$ cat config.mk
export PLATFORM = sky130hd
export DESIGN_NAME = lock_combo
export DESIGN_NICKNAME = d
export VERILOG_FILES = /design/src/rtl/lock_pkg.sv /design/src/rtl/lock_code_bank.sv /design/src/rtl/lock_digit_match.sv /design/src/rtl/lock_ctrl.sv /design/src/rtl/lock_combo.sv
export SDC_FILE = /design/constraint.sdc
export NUM_CORES = 1
export LEC_CHECK = 0
export ABC_AREA = 1
export BUFFER_PORTS_ARGS = -buffer_cell sky130_fd_sc_hd__buf_4
export CAP_MARGIN = 25
export CORE_ASPECT_RATIO = 0.9
export CORE_MARGIN = 2
export CORE_UTILIZATION = 48
export DETAILED_ROUTE_END_ITERATION = 7
export PLACE_DENSITY = 0.73
export SLEW_MARGIN = 10
export SYNTH_ARGS = -nofsm -noshare
export SYNTH_HDL_FRONTEND = slang
export SYNTH_SLANG_ARGS = --single-unit
$ cat constraint.sdc
create_clock -name clk -period 1.22 [get_ports clk]
set_input_delay 0.183 -clock clk [delete_from_list [all_inputs] [get_ports clk]]
set_output_delay 0.183 -clock clk [all_outputs]
set_load 0.05 [all_outputs]
$ cat src/rtl/lock_pkg.sv
package lock_pkg;
    localparam int LK_STEPS   = 3;
    localparam int LK_DIGIT_W = 4;

    // True when the vector has at most one bit set
    function automatic logic at_most_one(input logic [LK_STEPS:0] v);
        return (v & (v - 1'b1)) == '0;
    endfunction
endpackage

$ cat src/rtl/lock_code_bank.sv
module lock_code_bank #(
    parameter int STEPS   = 3,
    parameter int DIGIT_W = 4
) (
    input  logic                       clk,
    input  logic [STEPS-1:0]           load_i,
    input  logic [DIGIT_W-1:0]         value_i,
    output logic [STEPS*DIGIT_W-1:0]   codes_o
);
    genvar k;
    generate
        for (k = 0; k < STEPS; k++) begin : g_digit
            logic [DIGIT_W-1:0] digit_d;
            logic [DIGIT_W-1:0] digit_q;

            always_comb begin
                digit_d = digit_q;
                if (load_i[k]) begin
                    digit_d = value_i;
                end
            end

            always_ff @(posedge clk) begin
                digit_q <= digit_d;
            end

            assign codes_o[k*DIGIT_W +: DIGIT_W] = digit_q;
        end
    endgenerate
endmodule

$ cat src/rtl/lock_digit_match.sv
module lock_digit_match #(
    parameter int STEPS   = 3,
    parameter int DIGIT_W = 4
) (
    input  logic [STEPS-1:0]           sel_i,
    input  logic [STEPS*DIGIT_W-1:0]   codes_i,
    input  logic [DIGIT_W-1:0]         value_i,
    output logic                       match_o
);
    logic [STEPS*DIGIT_W-1:0] gated;
    logic [DIGIT_W-1:0]       picked;

    genvar k;
    generate
        for (k = 0; k < STEPS; k++) begin : g_gate
            assign gated[k*DIGIT_W +: DIGIT_W] =
                codes_i[k*DIGIT_W +: DIGIT_W] & {DIGIT_W{sel_i[k]}};
        end
    endgenerate

    // AND-OR select of the one-hot chosen digit
    always_comb begin
        picked = '0;
        for (int i = 0; i < STEPS; i++) begin
            picked = picked | gated[i*DIGIT_W +: DIGIT_W];
        end
    end

    assign match_o = (|sel_i) && (picked == value_i);
endmodule

$ cat src/rtl/lock_ctrl.sv
module lock_ctrl #(
    parameter int STEPS = 3
) (
    input  logic             clk,
    input  logic             rst,
    input  logic             strobe_i,
    input  logic             match_i,
    output logic [STEPS-1:0] sel_o,
    output logic             open_o,
    output logic [STEPS:0]   state_o
);
    localparam int SW = STEPS + 1;
    localparam logic [SW-1:0] ST_FIRST = SW'(1);
    localparam logic [SW-1:0] ST_ERR   = '0;

    typedef struct packed {
        logic [SW-1:0] state;
    } ctrl_t;

    ctrl_t cur_q;
    ctrl_t nxt_d;
    logic  legal;
    logic  waiting;

    assign legal   = (cur_q.state & (cur_q.state - 1'b1)) == '0;
    assign waiting = |cur_q.state[STEPS-1:0];

    always_comb begin
        nxt_d = cur_q;
        if (rst) begin
            nxt_d.state = ST_FIRST;
        end else if (!legal) begin
            nxt_d.state = ST_ERR;
        end else if (strobe_i && waiting) begin
            if (match_i) begin
                nxt_d.state = cur_q.state << 1;
            end else begin
                nxt_d.state = ST_ERR;
            end
        end
    end

    always_ff @(posedge clk) begin
        cur_q <= nxt_d;
    end

    assign sel_o   = cur_q.state[STEPS-1:0];
    assign open_o  = cur_q.state[STEPS];
    assign state_o = cur_q.state;
endmodule

$ cat src/rtl/lock_combo.sv
module lock_combo #(
    parameter int STEPS   = lock_pkg::LK_STEPS,
    parameter int DIGIT_W = lock_pkg::LK_DIGIT_W
) (
    input  logic               clk,
    input  logic               rst,
    input  logic [DIGIT_W-1:0] value_i,
    input  logic               strobe_i,
    input  logic [STEPS-1:0]   load_i,
    output logic               open_o
);
    logic [STEPS*DIGIT_W-1:0] codes;
    logic [STEPS-1:0]         sel;
    logic                     match;
    logic [STEPS:0]           state;

    lock_code_bank #(.STEPS(STEPS), .DIGIT_W(DIGIT_W)) u_bank (
        .clk     (clk),
        .load_i  (load_i),
        .value_i (value_i),
        .codes_o (codes)
    );

    lock_digit_match #(.STEPS(STEPS), .DIGIT_W(DIGIT_W)) u_match (
        .sel_i   (sel),
        .codes_i (codes),
        .value_i (value_i),
        .match_o (match)
    );

    lock_ctrl #(.STEPS(STEPS)) u_ctrl (
        .clk      (clk),
        .rst      (rst),
        .strobe_i (strobe_i),
        .match_i  (match),
        .sel_o    (sel),
        .open_o   (open_o),
        .state_o  (state)
    );
endmodule

==> results.txt, run 1 <==
Largest area contributor in the netlist = edfxtp_1
Final setup vio count = 0
Final hold violations = 0
Routability cong. = 0.812
Final WS setup = 53.7 ps
Root buf cell = clkbuf_4
Clock sink count = 16
First-pass GRT wire length = 2.12 mm
FF+latch count, synth = 16
Layout Nets = 100
Post-Synthesis Cells = 76
Kind of start point of the critical path = flop
Vias per std cell = 5.14
Total track usage = 16.3%
Crit. Startpoint = u_ctrl.state_o[1]$_SDFFE_PP0P_
Total grt overflow = 0
Post-detailed-routing wire length = 1.28 mm
Synth Area per Inst = 9.96 um2
DR WL/cell = 12.3 um
RSZ-0062 raised after global routing = true
ANT nets after route = 0
Hold_ws = 89.2 ps
Cell count after placement = 101
Area Growth Syn to Fin = 17.4%
Vias in the first global route = 493
Reg2reg end = u_ctrl.state_o[1]$_SDFFE_PP0P_
Port bufs = 10
# IOs = 11
Total CTS buffers = 3
Max Fclk = 0.857 GHz
Worst Path Max Fanout = 6
Iter 0 DRT Violations = 2
Row count = 13
Starting Density = 51.7%
Full die area = 0.00191 mm2
Flop2flop setup slack = 50 ps
Filler Cell Count = 128
Pwr per Cell Area = 1160 mW/mm2
Initial antenna violation count = 0
Largest net degree at the start of global routing = 10
CTS H-Tree Depth = 1
R2R Path Start = u_ctrl.state_o[1]$_SDFFE_PP0P_
Hold crit path type = in2reg
N_diodes = 0
Register area = 447 um2
Net Count, Synth = 86
Minimum clock period = 1170 ps
Seq/Total Area, Yosys = 58.2%
Die width = 45.9 um
Die height = 41.7 um
Synth area leaders = edfxtp_1 (48%), dfxtp_1 (11%), nand2_1 (9.4%)
Unique masters post-synth = 15
P_leak = 0.385 nW
Worst skew pair latency = 290 ps
R2R depth = 6
Status = finished, final reports clean
Clock slew at reported path FFs = 90 ps
Postcts setup bufs = 0
Slowest stage cell on the critical path = dfxtp_2
Kind of critical path = reg2reg
Drt drc = 0
WP data required = 1450 ps
Worst vdd ir = 0.754 mV
Layout cells sized above 1 = 39.3%
Hold path endpoint = u_bank.g_digit[2].digit_q[3]$_DFFE_PP_
First-pass detailed-route iteration total = 2
Hold buffer count at cts = 0
MaxCap Viol Count = 0
Post-synth top area share = 47.6%
Crit end category = flop
Cell Area, Synth = 757 um2
HP Start = value_i[3]
Dpl hpwl = 972 um
Worst-Margin Slew = 404 ps
Final period utilization = 95.6%
Overall Power = 1.03 mW
CP Cell Sequence = nand2_2 > nand4_1 > nand3_2 > nor2_4 > nand3_1 > a21oi_2
Clk buf depth = 2
WHS Path Cells = 1
Worst path max stage delay = 440 ps
Placement Setup Slack = 9.61 ps
Post-route insts no fill = 104
Post-layout util = 60.7%
Total vias in the final route = 535
Core box area = 0.00146 mm2
Area of the multi-input gates = 280 um2
Arrival time of the worst setup path = 1390 ps
CTS tree = built
Worst Skew = 7.60 ps
Worst slew margin = 73.0%
Synth warnings = 0
Final Max Tran Viols = 0
[per-layer routing]
metal  GRT usage [%]  share of wire (%)
met1            19.0                 42
met2            25.8                 52
met3            6.52                4.6
met4            6.86                1.6
met5               0                  0
[per-stage QoR]
step	setup TNS [ps]	cell area [um2]
6_report	0	888
5_1_grt	-69.5	888
4_1_cts	0	883
3_5_place_dp	0	856
3_3_place_gp	-1.50	856
2_1_floorplan	0	757
[flip-flops by register name (all words and copies together) (netlist names)]
| register | flops |
|---|---|
| u_bank.g_digit.digit_q | 12 |
| u_ctrl.state_o | 4 |
[area by class of cell]
type / count / share of cell area, %
Sequential cell: 16 / 50.3
Multi-Input combinational cell: 49 / 31.5
Inverter: 9 / 3.80
Clock inverter: 1 / 0.423
Timing Repair Buffer: 11 / 9.30
Clock buffer: 3 / 2.54
Tap cell: 15 / 2.11
[synthesized netlist by cell type, drive strengths merged]
master / number
a21oi: 4
nor2: 3
edfxtp: 12
inv: 9
nand3: 8
o21bai: 1
o21ai: 1
buf: 2
o211ai: 1
dfxtp: 4
nand4: 3
nand2: 28
[worst max-delay path: cells and delay by family, from the launching register on]
family           cells  cell delay (ps)
AND/OR/NAND/NOR      5              530
flip-flops           1              440
AO/OA/AOI/OAI        1              140
[where the power goes]
part / leakage, nW / total, mW / switching [mW] / internal, mW
sequential: 0.151 / 0.644 / 0.0218 / 0.623
clock: 0.0154 / 0.276 / 0.157 / 0.119
combinational: 0.219 / 0.111 / 0.0612 / 0.0501
[kinds of logic (layout without fill, tap and decap cells)]
| logic type | after synthesis | count (layout) | synth area share (%) |
|---|---|---|---|
| simple gates | 42 | 42 | 29.1 |
| buf+inv | 11 | 24 | 7.44 |
| flops | 16 | 16 | 58.2 |
| compound gates | 7 | 7 | 5.29 |
[cell usage in the layout (no fill, tap or decap), types with 2 or more instances in the layout]
| cell type | netlist | layout |
|---|---|---|
| nand2_1 | 19 | 18 |
| edfxtp_1 | 12 | 12 |
| buf_4 | 0 | 11 |
| nand2_2 | 9 | 9 |
| inv_1 | 9 | 9 |
| nand3_1 | 6 | 5 |
| nand4_1 | 3 | 3 |
| nand3_2 | 2 | 3 |
| a21oi_1 | 4 | 3 |
| clkbuf_4 | 0 | 3 |
| nor2_2 | 2 | 2 |
| dfxtp_2 | 0 | 2 |
[worst max-delay path by stage]
stage	end	slack, ps	cells after the start
6_report	u_ctrl.state_o[1]$_SDFFE_PP0P_	50	6
5_1_grt	u_ctrl.state_o[1]$_SDFFE_PP0P_	-50	7
4_1_cts	u_ctrl.state_o[1]$_SDFFE_PP0P_	40	8
3_5_place_dp	u_ctrl.state_o[1]$_SDFFE_PP0P_	10	6
3_3_place_gp	u_ctrl.state_o[2]$_SDFFE_PP0P_	-1	6
2_1_floorplan	u_ctrl.state_o[0]$_SDFFE_PP1P_	150	3
[timing repair]
item                                   in CTS  in global routing
pin swaps                                   0                  7
resized for setup                           1                  8
setup endpoints to repair                   2                  4
endpoints found under the hold margin       0                  0
Power figures use the tool's default switching activity.
==> inputs of run 2 (changes only) <==
--- a/config.mk
+++ b/config.mk
@@ -13,6 +13,7 @@
 export CORE_UTILIZATION = 48
 export DETAILED_ROUTE_END_ITERATION = 7
 export PLACE_DENSITY = 0.73
+export REMOVE_ABC_BUFFERS = 1
 export SLEW_MARGIN = 10
 export SYNTH_ARGS = -nofsm -noshare
 export SYNTH_HDL_FRONTEND = slang
==> results.txt, run 2 (same netlist as run 1, synthesis figures left out) <==
Placement Setup Slack = 25.9 ps
Commonest non-fill, non-tap cell in the layout = nand2_1
Hold crit path type = in2reg
Worst skew pair latency = 290 ps
Worst Path Max Fanout = 8
Total grt overflow = 0
Post-route insts no fill = 104
P_leak = 0.380 nW
Register area = 449 um2
Final instance area = 896 um2
Max Fclk = 0.860 GHz
Dpl hpwl = 920 um
Starting Density = 51.7%
Final WS setup = 57.3 ps
WP data required = 1450 ps
Crit end category = flop
Final hold violations = 0
Initial antenna violation count = 0
Largest net degree at the start of global routing = 10
Drt drc = 0
CTS H-Tree Depth = 1
Final Max Tran Viols = 0
N_diodes = 0
Largest register FFs = 12
Setup tns final = 0 ps
Minimum clock period = 1160 ps
Core box area = 0.00146 mm2
Die width = 45.9 um
Final period utilization = 95.3%
Total CTS buffers = 3
Root buf cell = clkbuf_4
Post-place instance area = 856 um2
First-pass detailed-route iteration total = 4
CTS tree = built
Clock slew at reported path FFs = 100 ps
Final setup vio count = 0
Pwr per Cell Area = 1170 mW/mm2
Vias per std cell = 5.13
Worst-Margin Slew = 429 ps
Area of the multi-input gates = 285 um2
Kind of critical path = reg2reg
Worst vdd ir = 0.843 mV
Clock sink count = 16
ANT nets after route = 0
Die height = 41.7 um
# IOs = 11
Area Growth Syn to Fin = 18.3%
Full die area = 0.00191 mm2
Row count = 13
Layout cells sized above 1 = 41.6%
Clk buf depth = 2
Cell count after placement = 101
Status = finished, final reports clean
Arrival time of the worst setup path = 1390 ps
Filler Cell Count = 122
MaxCap Viol Count = 0
Routability cong. = 0.848
RSZ-0062 raised after global routing = true
Iter 0 DRT Violations = 9
Total vias in the final route = 533
Most frequent cells in the layout = nand2_1 (18), edfxtp_1 (12), buf_4 (11), nand2_2 (10), inv_1 (9)
DR WL/cell = 12.6 um
Vias in the first global route = 514
Worst slew margin = 71.3%
Port bufs = 10
First-pass GRT wire length = 2.14 mm
Total track usage = 16.1%
Layout Nets = 100
Worst Skew = 12.4 ps
Post-detailed-routing wire length = 1.31 mm
Reg with most FFs = u_bank.g_digit.digit_q
Kind of start point of the critical path = flop
==> run 2: cell counts in the layout (fill, tap and decap cells not counted) <==
Identical to the previous run, type by type.
==> run 2: layout make-up <==
| type | count | area share, % |
|---|---|---|
| timing repair buffer | 11 | 9.22 |
| clock inverter | 1 | 0.419 |
| clock buffer | 3 | 2.51 |
| tap | 15 | 2.09 |
| inverter | 9 | 3.77 |
| multi-input combinational | 49 | 31.8 |
| sequential | 16 | 50.1 |
==> run 2: timing repair <==
item                       4_1_cts  5_1_grt
buffers inserted                 0        0
setup endpoints to repair        1        3
pin swaps                        0        8
resized for setup                2        9
cloned                           0        0
hold buffers                     0        0
==> run 2: final timing paths <==
path,startpoint,endpoint,slack (ps),cells after the start
min reg2reg,u_ctrl.state_o[3]$_SDFFE_PP0P_,u_ctrl.state_o[3]$_SDFFE_PP0P_,500,2
max,u_ctrl.state_o[0]$_SDFFE_PP1P_,u_ctrl.state_o[1]$_SDFFE_PP0P_,60,7
min,rst,u_ctrl.state_o[0]$_SDFFE_PP1P_,80,2
max reg2reg,u_ctrl.state_o[0]$_SDFFE_PP1P_,u_ctrl.state_o[1]$_SDFFE_PP0P_,60,7
==> run 2: critical path: stages, from the launching register on <==
cell,delay [ps]
dfxtp_4,400
nand2_2,80
nand3_2,60
nand2_1,60
o21ai_1,70
nor2_2,190
nand3_2,110
a21oi_2,120
==> run 2: layer usage <==
| metal | up-vias | global-route usage, % | part of all wire [%] |
|---|---|---|---|
| li1 | 280 | - | - |
| met1 | 239 | 19.4 | 45 |
| met2 | 14 | 25.6 | 50 |
| met3 | 0 | 7.83 | 5.1 |
| met4 | 0 | 4.00 | 0 |
| met5 | - | 0 | 0 |
==> run 2: through the flow <==
| stage | utilization (%) | power, mW | hold slack [ps] |
|---|---|---|---|
| 2_1_floorplan | - | 0.710 | 282 |
| 4_1_cts | 60.4 | 1.07 | 74.5 |
| 5_1_grt | 61.2 | 1.10 | 70.9 |
| 6_report | 61.2 | 1.05 | 79.6 |
| 3_3_place_gp | 58.5 | 0.770 | 385 |
| 3_5_place_dp | 58.5 | 0.772 | 390 |
==> run 2: power breakdown <==
part | switching, mW | internal [mW] | total (mW)
Clock | 0.174 | 0.119 | 0.293
Sequential | 0.0215 | 0.621 | 0.642
Combinational | 0.0620 | 0.0488 | 0.111
==> inputs of run 3 (changes only) <==
--- a/config.mk
+++ b/config.mk
@@ -5,14 +5,12 @@
 export SDC_FILE = /design/constraint.sdc
 export NUM_CORES = 1
 export LEC_CHECK = 0
-export ABC_AREA = 1
 export BUFFER_PORTS_ARGS = -buffer_cell sky130_fd_sc_hd__buf_4
 export CAP_MARGIN = 25
-export CORE_ASPECT_RATIO = 0.9
 export CORE_MARGIN = 2
 export CORE_UTILIZATION = 48
 export DETAILED_ROUTE_END_ITERATION = 7
-export PLACE_DENSITY = 0.73
+export PLACE_DENSITY = 0.74
 export REMOVE_ABC_BUFFERS = 1
 export SLEW_MARGIN = 10
 export SYNTH_ARGS = -nofsm -noshare
==> results.txt, run 3 <==
Worst vdd ir = 0.976 mV
Pwr per Cell Area = 1340 mW/mm2
Worst-Margin Slew = 332 ps
Root buf cell = clkbuf_4
Sw Ratio = 19.3%
Failing checks = negative setup slack
Most frequent cells in the layout = buf_4 (14), edfxtp_1 (12), nand4_1 (5), a222oi_1 (4), xor2_1 (4)
Seq/Total Area, Yosys = 69.2%
Cell count after placement = 71
CP Cell Sequence = a222oi_1 > xor2_1 > nand4_1 > o21ai_0
Worst Skew = 4.92 ps
MaxCap Viol Count = 0
Area of the multi-input gates = 175 um2
Postcts setup bufs = 0
Post-synth top area share = 56.6%
Largest register FFs = 12
Vias in the first global route = 395
Arrival time of the worst setup path = 1560 ps
Post-synth ARST share = 0%
Commonest non-fill, non-tap cell in the layout = buf_4
Initial antenna violation count = 0
Post-synth EDFFs = 12
Reg with most FFs = u_bank.g_digit.digit_q
Minimum clock period = 1360 ps
Slowest stage cell on the critical path = edfxtp_1
N_diodes = 0
CP top delay family = compound AO/OA/AOI/OAI gates
Synth Area per Inst = 14.5 um2
Synth warnings = 0
DR WL/cell = 13.7 um
Final setup vio count = 3
Hold_ws = 98.0 ps
Die height = 40.4 um
Total CTS buffers = 3
Worst path max stage delay = 380 ps
Final period utilization = 112%
CTS H-Tree Depth = 1
Largest net degree at the start of global routing = 10
Internal cell power = 0.851 mW
CTS tree = built
Worst Path Max Fanout = 3
Leading cell type by number of instances after synthesis = edfxtp_1
Unique masters post-synth = 16
Layout cells sized above 1 = 36.7%
Gate power share = 8.3%
P_leak = 0.292 nW
Vias per std cell = 5.72
Kind of start point of the critical path = flop
Cell Area, Synth = 637 um2
Hold buffer count at cts = 0
Placement Setup Slack = -192 ps
Total grt overflow = 0
First-pass detailed-route iteration total = 4
First-pass GRT wire length = 1.55 mm
Largest area contributor in the netlist = edfxtp_1
Clock slew at reported path FFs = 90 ps
Sequential power share = 60.4%
Final WS setup = -144 ps
Dpl hpwl = 811 um
Iter 0 DRT Violations = 19
Synth area leaders = edfxtp_1 (57%), dfxtp_1 (13%), a222oi_1 (6.3%)
Post-Synthesis Cells = 44
Most frequent cells after synthesis = edfxtp_1 (12), nand4_1 (5), a222oi_1 (4), dfxtp_1 (4), xor2_1 (4)
Final hold violations = 0
Drt drc = 0
ANT nets after route = 0
Total track usage = 15.6%
Worst skew pair latency = 280 ps
Filler Cell Count = 107
Top_reg_cell synth = edfxtp_1
Clk buf depth = 2
Clock sink count = 16
Kind of critical path = reg2reg
Core box area = 0.00127 mm2
Final Max Tran Viols = 0
Total vias in the final route = 429
Die width = 40.4 um
Status = complete, but fails checks
Worst slew margin = 77.9%
FF+latch count, synth = 16
Net switching power = 0.204 mW
Max Fclk = 0.733 GHz
RSZ-0062 raised after global routing = true
Full die area = 0.00163 mm2
WP data required = 1420 ps
Starting Density = 50.2%
Clock power frac = 31.3%
Hold crit path type = in2reg
Port bufs = 10
CP Buf/Inv Count = 0
Routability cong. = 0.633
# IOs = 11
Area Growth Syn to Fin = 23.4%
Register area = 443 um2
Layout Nets = 71
Row count = 13
Crit end category = flop
Post-detailed-routing wire length = 1.03 mm
Post-route insts no fill = 75
Overall Power = 1.05 mW
run 3: cell count changes after synthesis, sizes merged, moves of 2 or more:
cell	change
nand4	+2
nand2	-27
a222oi	+4
inv	-7
nand3	-8
xor2	+4
a21oi	-4
o21ai	+2
run 3: per-stage QoR:
stage	util (%)	TNS [ps]	cell area, um2
6_report	61.9	-391	786
2_1_floorplan	-	-434	621
3_5_place_dp	58.7	-478	744
3_3_place_gp	58.7	-362	744
4_1_cts	61.8	-450	785
5_1_grt	61.9	-785	786
run 3: logic make-up after synthesis:
family                     after synthesis  synth area share (%)
AOI/OAI and AO/OA                        9                  11.2
xor gates and xnor gates                 4                  5.50
buffers and inverters                    4                  3.73
adders and majority gates                1                  1.57
DFF                                     16                  69.2
and+or+nand+nor                         10                  8.84
run 3: cell type report:
type	instances	share of cell area, %
Multi-Input combinational cell	24	22.3
Clock buffer	4	4.62
Sequential cell	16	56.4
Tap cell	15	2.39
Timing Repair Buffer	14	13.4
Inverter	2	0.955
run 3: metal layers:
layer	part of all wire (%)	global-route usage (%)
met3	6.5	8.33
met5	0	0
met2	52	29.4
met1	41	14.8
met4	0	2.50
run 3: repair_timing:
| item | CTS | global route |
|---|---|---|
| gates resized for setup | 2 | 1 |
| setup endpoints to repair | 3 | 3 |
| pin swaps | 3 | 2 |
run 3: power groups by stage:
stage | clock [mW] | combinational [mW] | sequential (mW)
floorplan | 0 | 0.0380 | 0.646
global placement | 0 | 0.0842 | 0.647
detailed placement | 0 | 0.0865 | 0.649
CTS | 0.340 | 0.0878 | 0.637
global route | 0.372 | 0.0962 | 0.640
finish | 0.330 | 0.0874 | 0.637
run 3: path summary, 6_finish.rpt:
check / from / end / slack [ps] / cells after the start
setup / recovery: u_bank.g_digit[0].digit_q[1]$_DFFE_PP_ / u_ctrl.state_o[1]$_SDFFE_PP0P_ / -140 / 4
hold / removal: rst / u_ctrl.state_o[0]$_SDFFE_PP1P_ / 100 / 2
setup reg to reg: u_bank.g_digit[0].digit_q[1]$_DFFE_PP_ / u_ctrl.state_o[1]$_SDFFE_PP0P_ / -140 / 4
hold reg to reg: u_ctrl.state_o[3]$_SDFFE_PP0P_ / u_ctrl.state_o[3]$_SDFFE_PP0P_ / 640 / 3
